$ cat config.mk
export PLATFORM = sky130hd
export DESIGN_NAME = bound_check
export DESIGN_NICKNAME = d
export VERILOG_FILES = /design/src/rtl/bchk_pkg.sv /design/src/rtl/bchk_extend.sv /design/src/rtl/bchk_compare.sv /design/src/rtl/bound_check.sv
export SDC_FILE = /design/constraint.sdc
export NUM_CORES = 1
export LEC_CHECK = 0
export BUFFER_PORTS_ARGS = -buffer_cell sky130_fd_sc_hd__buf_2
export CORE_AREA = 2 2 95 115
export CTS_BUF_LIST = sky130_fd_sc_hd__clkbuf_4 sky130_fd_sc_hd__clkbuf_8 sky130_fd_sc_hd__clkbuf_16
export DETAILED_ROUTE_END_ITERATION = 16
export DIE_AREA = 0 0 97 117
export GPL_ROUTABILITY_DRIVEN = 0
export PLACE_DENSITY_LB_ADDON = 0.08
export SETUP_SLACK_MARGIN = 0.4
export SLEW_MARGIN = 20
export SYNTH_ARGS = -nofsm -noshare
export SYNTH_HDL_FRONTEND = slang
export SYNTH_SLANG_ARGS = --single-unit
export TNS_END_PERCENT = 1
$ cat constraint.sdc
create_clock -name clk_i -period 1 [get_ports clk_i]
set_clock_uncertainty 0.1 [all_clocks]
set_input_delay 0.1 -clock clk_i [delete_from_list [all_inputs] [get_ports clk_i]]
set_output_delay 0.1 -clock clk_i [all_outputs]
set_load 0.01 [all_outputs]
$ cat src/rtl/bchk_pkg.sv
package bchk_pkg;
  typedef enum logic [1:0] {
    SZ_BYTE = 2'b00,
    SZ_HALF = 2'b01,
    SZ_FULL = 2'b10,
    SZ_ALT  = 2'b11
  } size_e;

  localparam int unsigned FLG_W = 5;
  localparam int unsigned FLG_C = 0;
  localparam int unsigned FLG_V = 1;
  localparam int unsigned FLG_Z = 2;
  localparam int unsigned FLG_N = 3;
  localparam int unsigned FLG_X = 4;

  // operand slots fed through the extender bank
  localparam int unsigned OP_VAL = 0;
  localparam int unsigned OP_LO  = 1;
  localparam int unsigned OP_HI  = 2;
  localparam int unsigned OP_N   = 3;
endpackage

$ cat src/rtl/bchk_extend.sv
module bchk_extend
  import bchk_pkg::*;
#(
  parameter int unsigned DATA_W = 32,
  parameter int unsigned BYTE_W = 8,
  parameter int unsigned HALF_W = 16
) (
  input  logic [DATA_W-1:0] op_i,
  input  logic [1:0]        size_i,
  input  logic              bypass_i,
  output logic [DATA_W-1:0] op_o
);
  localparam int unsigned BYTE_PAD = DATA_W - BYTE_W;
  localparam int unsigned HALF_PAD = DATA_W - HALF_W;

  logic [DATA_W-1:0] byte_ext;
  logic [DATA_W-1:0] half_ext;
  size_e             sz;

  assign sz       = size_e'(size_i);
  assign byte_ext = {{BYTE_PAD{op_i[BYTE_W-1]}}, op_i[BYTE_W-1:0]};
  assign half_ext = {{HALF_PAD{op_i[HALF_W-1]}}, op_i[HALF_W-1:0]};

  always_comb begin
    if (bypass_i) begin
      op_o = op_i;
    end else begin
      unique case (sz)
        SZ_BYTE: op_o = byte_ext;
        SZ_HALF: op_o = half_ext;
        default: op_o = op_i;  // full and alternate full
      endcase
    end
  end
endmodule

$ cat src/rtl/bchk_compare.sv
module bchk_compare #(
  parameter int unsigned DATA_W = 32
) (
  input  logic [DATA_W-1:0] val_i,
  input  logic [DATA_W-1:0] lo_i,
  input  logic [DATA_W-1:0] hi_i,
  output logic              eq_o,
  output logic              out_o
);
  logic [DATA_W-1:0] off_val;
  logic [DATA_W-1:0] span;

  // modular differences: inverted pairs wrap consistently
  assign off_val = val_i - lo_i;
  assign span    = hi_i - lo_i;
  assign eq_o    = (val_i == lo_i) || (val_i == hi_i);
  assign out_o   = off_val > span;
endmodule

$ cat src/rtl/bound_check.sv
module bound_check
  import bchk_pkg::*;
#(
  parameter int unsigned DATA_W = 32,
  parameter int unsigned BYTE_W = 8,
  parameter int unsigned HALF_W = 16
) (
  input  logic              clk_i,
  input  logic              rst_ni,
  input  logic              valid_i,
  input  logic [DATA_W-1:0] val_i,
  input  logic              is_addr_i,
  input  logic [DATA_W-1:0] lo_i,
  input  logic [DATA_W-1:0] hi_i,
  input  logic [1:0]        size_i,
  input  logic [FLG_W-1:0]  flags_i,
  output logic              valid_o,
  output logic [FLG_W-1:0]  flags_o
);
  logic [DATA_W-1:0] raw_op [OP_N];
  logic [DATA_W-1:0] ext_op [OP_N];
  logic              bypass [OP_N];
  logic              hit_eq;
  logic              hit_out;
  logic [FLG_W-1:0]  flags_d;

  assign raw_op[OP_VAL] = val_i;
  assign raw_op[OP_LO]  = lo_i;
  assign raw_op[OP_HI]  = hi_i;
  assign bypass[OP_VAL] = is_addr_i;
  assign bypass[OP_LO]  = 1'b0;
  assign bypass[OP_HI]  = 1'b0;

  for (genvar g = 0; g < OP_N; g++) begin : g_ext
    bchk_extend #(
      .DATA_W(DATA_W),
      .BYTE_W(BYTE_W),
      .HALF_W(HALF_W)
    ) u_ext (
      .op_i    (raw_op[g]),
      .size_i  (size_i),
      .bypass_i(bypass[g]),
      .op_o    (ext_op[g])
    );
  end

  bchk_compare #(
    .DATA_W(DATA_W)
  ) u_cmp (
    .val_i(ext_op[OP_VAL]),
    .lo_i (ext_op[OP_LO]),
    .hi_i (ext_op[OP_HI]),
    .eq_o (hit_eq),
    .out_o(hit_out)
  );

  always_comb begin
    flags_d        = flags_i;
    flags_d[FLG_Z] = hit_eq;
    flags_d[FLG_C] = hit_out;
  end

  always_ff @(posedge clk_i or negedge rst_ni) begin
    if (!rst_ni) begin
      valid_o <= 1'b0;
      flags_o <= '0;
    end else begin
      valid_o <= valid_i;
      if (valid_i) flags_o <= flags_d;
    end
  end
endmodule

==> flow_metrics.py, run 1 <==
metrics = {
    "status": {
        "status": "stopped before the end",
        "lastStage": "global routing",
        "tool.error": "[ERROR GRT-0232] Routing congestion too high. Check the congestion heatmap in the GUI.",
    },
    "die": {
        "num_rows": 41,
        "io_pins": 113,
        "die_h_um": 117,
        "die_w_um": 97,
        "start_util_pct": 53.8,
    },
    "cts": {
        "cts_buffer_depth": 2,
        "cts_root_buf": "clkbuf_16",
        "cts_buffers": 3,
        "h-tree-depth": 1,
        "cts.sinks": 6,
    },
    "synth": {
        "synth_edf_count": 0,
        "synthCells": 792,
        "synth-async-reset-ratio_pct": 100,
        "synthDistinctLibCells": 73,
        "syn_area_per_cell_um2": 7.00,
        "synth_area_um2": 5540,
        "synth_warnings": 0,
        "synth-seq-cells": 6,
        "synth_seq_area_share_pct": 2.71,
        "synth_ff_type": "dfrtp_1",
        "synth_fp_nets": 995,
    },
    "global_route": {
        "grt_usage_pct": 69.2,
        "gr-total-overflow": 28,
        "grt_max_degree": 28,
    },
    "placement": {
        "dp_hpwl_um": 18700,
        "dpl_worst_slack_ns": -3.64,
        "io_buffers": 110,
        "place_inst": 1283,
        "postPlaceCellArea_um2": 8420,
    },
    "timing": {
        "worstEpCategory": "register data pin",
        "grt-worst-endpoint": "flags_o[0]$_DFFE_PN0P_/D",
    },
}
metal layers:
layer	global-route usage (%)	GRT overflow
met5	9.40	0
met4	80.9	14
met2	94.4	13
met3	45.9	0
met1	64.3	1
synthesized netlist by cell type, types with 4 or more instances:
cell type	instances	area share [%]
a211oi_1	6	0.81
a21boi_0	5	0.68
a21o_1	50	6.8
a21oi_1	102	9.2
a31oi_1	8	0.90
a41oi_1	4	0.63
and3_1	10	1.1
and4_1	4	0.63
buf_2	5	0.45
clkbuf_1	17	1.2
dfrtp_1	6	2.7
ha_1	94	21
inv_1	45	3.0
mux2_2	4	0.81
mux2i_1	10	1.8
nand2_1	49	3.3
nand2b_1	8	0.90
nand3_1	17	1.5
nand4_1	19	2.1
nor2_1	72	4.9
nor2b_1	12	1.4
nor3_1	13	1.2
o21a_1	13	1.8
o21ai_0	45	4.1
o21bai_1	12	1.6
o22ai_1	4	0.45
or3_1	7	0.79
or4_1	4	0.54
xnor2_1	47	7.4
xor2_1	31	4.9
per-stage QoR:
stage                     util (%)  setup TNS [ns]  hold slack [ns]
after CTS                     89.1           -5.05          0.00840
after detailed placement      81.6           -5.97           -0.171
after global placement        81.6           -5.90           -0.175
after floorplan                  -           -4.90           -0.296
cells by family after synthesis:
| logic type | count (synthesis) | synth area share (%) |
|---|---|---|
| compound gates | 283 | 32.3 |
| simple gates | 239 | 22.1 |
| fa+ha+maj | 96 | 21.9 |
| xor+xnor | 78 | 12.3 |
| buf+inv | 74 | 5.46 |
| mux | 16 | 3.16 |
| flops | 6 | 2.71 |
what timing repair did:
| item | in CTS |
|---|---|
| hold buffers | 1 |
| pin swaps | 43 |
| hold endpoints to repair | 6 |
| setup buffers | 32 |
| cloned | 2 |
| setup endpoints to repair | 11 |
| resized for setup | 91 |
==> run 2, diff against run 1 <==
CORE_AREA = 2 2 121 123   (was 2 2 95 115)
CTS_BUF_LIST = default   (was sky130_fd_sc_hd__clkbuf_4 sky130_fd_sc_hd__clkbuf_8 sky130_fd_sc_hd__clkbuf_16)
DIE_AREA = 0 0 123 125   (was 0 0 97 117)
PLACE_DENSITY_LB_ADDON = 0.15   (was 0.08)
SETUP_SLACK_MARGIN = default   (was 0.4)
==> run 2 against run 1 <==
Effect of this change: the flow now finishes, with violations (setup timing); synthesized cell count stayed put; synthesized area is the same.
==> flow_metrics.py, run 2 <==
metrics = {
    "status": {
        "status": "finished, violations left",
        "violations": "setup timing",
    },
    "timing": {
        "finalSetupViolCount": 3,
        "worst_pin_slew_ns": 0.635,
        "slew_violations": 0,
        "final.setup.tns_ns": -5.07,
        "postLayoutSetupSlackWorst_ns": -3.12,
        "slew_headroom_pct": 57.7,
        "finalCriticalPeriod_ns": 4.12,
        "min_period_over_period_pct": 412,
        "hold_viol": 0,
        "rsz0062_at_grt": "true",
        "max_freq_mhz": 243,
        "hold_ws_ns": 0.00930,
    },
    "critical_path": {
        "r2r_start": "flags_o[2]",
        "crit_buf_inv": 3,
        "endpoint": "flags_o[0]",
        "cp-end-kind": "flip-flop",
        "required_ns": 1.04,
        "critPathArrivalTime_ns": 4.15,
        "worst_path_max_delay_cell": "or3_4",
        "cp_cell_sequence": "buf_6, buf_6, or3_4, a21o_1, ha_4, nand4_1, a21oi_2, and3_1, a21o_1, a41oi_2, buf_4, nor3_1, o22ai_1, xnor2_1, ha_4, nand2_2, or3_4, nor3_4, a21boi_1, a31oi_1, a31oi_1",
        "crit_family": "simple AND/OR/NAND/NOR gates",
        "slowest_delay_ns": 0.43,
        "r2r_setup_slack_ns": -0.04,
        "cp_max_fo": 8,
        "critPathLaunch": "size_i[1]",
        "crit_type": "input pin to flip-flop",
        "startpoint_type": "input pin",
        "path_depth": 21,
        "reg2regPathDepth": 2,
        "timing.rr.end": "flags_o[2]",
    },
    "cells_and_area": {
        "mostFrequentLayoutCells": "buf_4 (322), buf_2 (107), ha_1 (74)",
        "reg_top3": "flags_o: 5 flops, valid_o: 1 flops",
        "nFillCells": 1227,
        "num-nets-final": 1420,
        "areaGrowthSynthToFinish_pct": 74.2,
        "antenna_cells": 0,
        "multi_input_area_um2": 5840,
        "final_layout_size_suffix_gt1_share_pct": 47.4,
        "regArea_um2": 150,
        "largest_register": "flags_o",
        "final_core_util_pct": 68.0,
        "final_common_cell": "buf_4",
        "largest_reg_flops": 5,
    },
    "cts": {
        "h-tree-depth": 1,
        "cts_buffers": 3,
        "cts.reportedPaths.clkPinSlew_ns": 0.03,
        "cts_tree": "done",
        "cts.sinks": 6,
        "clock_latency_ns": 0.22,
        "cts_root_buf": "clkbuf_16",
        "cts_buffer_depth": 2,
    },
    "global_route": {
        "grt_pass1_vias": 6993,
        "grt_pass1_wl_um": 33000,
        "antenna_found_initial": 0,
        "gr-total-overflow": 0,
        "grt_usage_pct": 26.2,
        "grt_max_degree": 25,
    },
    "routing": {
        "vias": 7391,
        "drt_first_iter_violations": 420,
        "wl_per_cell_um": 15.3,
        "drtAntennaViolNets": 0,
        "vias_per_cell": 5.28,
        "drc": 0,
        "wl_um": 21400,
        "dr.pass1.iters": 5,
    },
    "synth": {
        "synth_top_area_cell": "ha_1",
        "synth-seq-cells": 6,
        "synth_top_family_by_area": "compound AO/OA/AOI/OAI gates",
        "yosys-top-cells-count": "a21oi_1 (102), ha_1 (94), nor2_1 (72), a21o_1 (50), nand2_1 (49)",
        "synth_ff_type": "dfrtp_1",
        "synth_area_um2": 5540,
        "synth_most_common_cell": "a21oi_1",
        "synthTopCellsByArea": "ha_1 (21%), a21oi_1 (9.2%), xnor2_1 (7.4%), a21o_1 (6.8%), xor2_1 (4.9%)",
        "syn_area_per_cell_um2": 7.00,
        "synth_compound_area_share_pct": 32.3,
        "synth_seq_area_share_pct": 2.71,
        "synth-xor-area-share_pct": 12.3,
        "synth_edf_count": 0,
        "synthSimpleGateAreaFrac_pct": 22.1,
        "synthDistinctLibCells": 73,
        "synth_fp_nets": 995,
        "synthAdderAreaFrac_pct": 21.9,
        "synth_warnings": 0,
        "synthCells": 792,
        "synth.top_cell.area_share_pct": 21.2,
        "synth-async-reset-ratio_pct": 100,
        "synth_mux_area_share_pct": 3.16,
    },
    "job": {
        "max-cap-violations": 0,
    },
    "die": {
        "start_util_pct": 39.0,
        "core_um2": 14200,
        "io_pins": 113,
        "die_w_um": 123,
        "die_h_um": 125,
        "num_rows": 44,
        "dieArea_um2": 15400,
    },
    "power": {
        "p_leak_nw": 4.83,
        "ir_worst_vdd_v": 0.00122,
        "powerDensity_nw_per_um2": 1080,
    },
    "placement": {
        "dp_hpwl_um": 17700,
        "dpl_worst_slack_ns": -3.75,
        "io_buffers": 110,
    },
    "worst_hold_path": {
        "min_path_type": "input pin to flip-flop",
    },
}
-- run 2: cell counts after synthesis --
No cell type changed its count.
-- run 2: kinds of logic after synthesis --
logic type,after synthesis
xor gates and xnor gates,78
buffers and inverters,74
and+or+nand+nor,239
AOI/OAI and AO/OA,283
adders and majority gates,96
muxes,16
DFF,6
-- run 2: power breakdown --
part | switching, mW | internal (mW)
logic | 4.51 | 5.00
clock network | 0.122 | 0.512
registers | 0.0228 | 0.280
total | 4.66 | 5.80
-- run 2: metrics by stage --
step	cells	power, mW	instance area, µm²
3_5_place_dp	1366	8.61	8710
4_1_cts	1383	9.74	9150
3_3_place_gp	1366	8.55	8710
6_report	1399	10.5	9660
2_1_floorplan	792	5.15	5820
5_1_grt	1399	11.4	9660
-- run 2: timing repair --
action / in CTS / in global routing
pin swaps: 32 / 60
hold buffers: 1 / 0
setup endpoints to repair: 3 / 3
buffers inserted: 12 / 16
cloned: 1 / 2
hold endpoints to repair: 6 / 0
gates resized for setup: 52 / 72
-- run 2: final cells by class --
cell class                      instances  share of cell area [%]
Timing Repair Buffer                  447                    33.1
Sequential cell                         6                    1.55
Tap cell                              184                    2.38
Inverter                               46                    1.79
Clock buffer                            3                   0.777
Multi-Input combinational cell        713                    60.4
-- run 2: how the worst min path moves through the flow --
stage / startpoint / end / slack (ns) / depth (start not counted)
after floorplan: rst_ni / flags_o[0] / -0.30 / 0
final: flags_i[1] / flags_o[1] / 0.009 / 2
after CTS: flags_i[4] / flags_o[4] / 0.008 / 2
after global routing: flags_i[1] / flags_o[1] / 0.01 / 2
after detailed placement: rst_ni / flags_o[4] / -0.17 / 1
after global placement: rst_ni / flags_o[4] / -0.17 / 1
-- run 2: worst register-to-register path: stages (launching register included) --
cell     delay, ns
dfrtp_1       0.38
a21oi_2       0.27
o21ai_2       0.15
-- run 2: layer usage --
metal	vias up	part of all wire [%]	track usage [%]
li1	3772	-	-
met1	3418	48	38.2
met2	183	47	44.5
met3	18	4.3	0.411
met4	0	0.89	2.74
met5	-	0	0
Power figures use the tool's default switching activity.
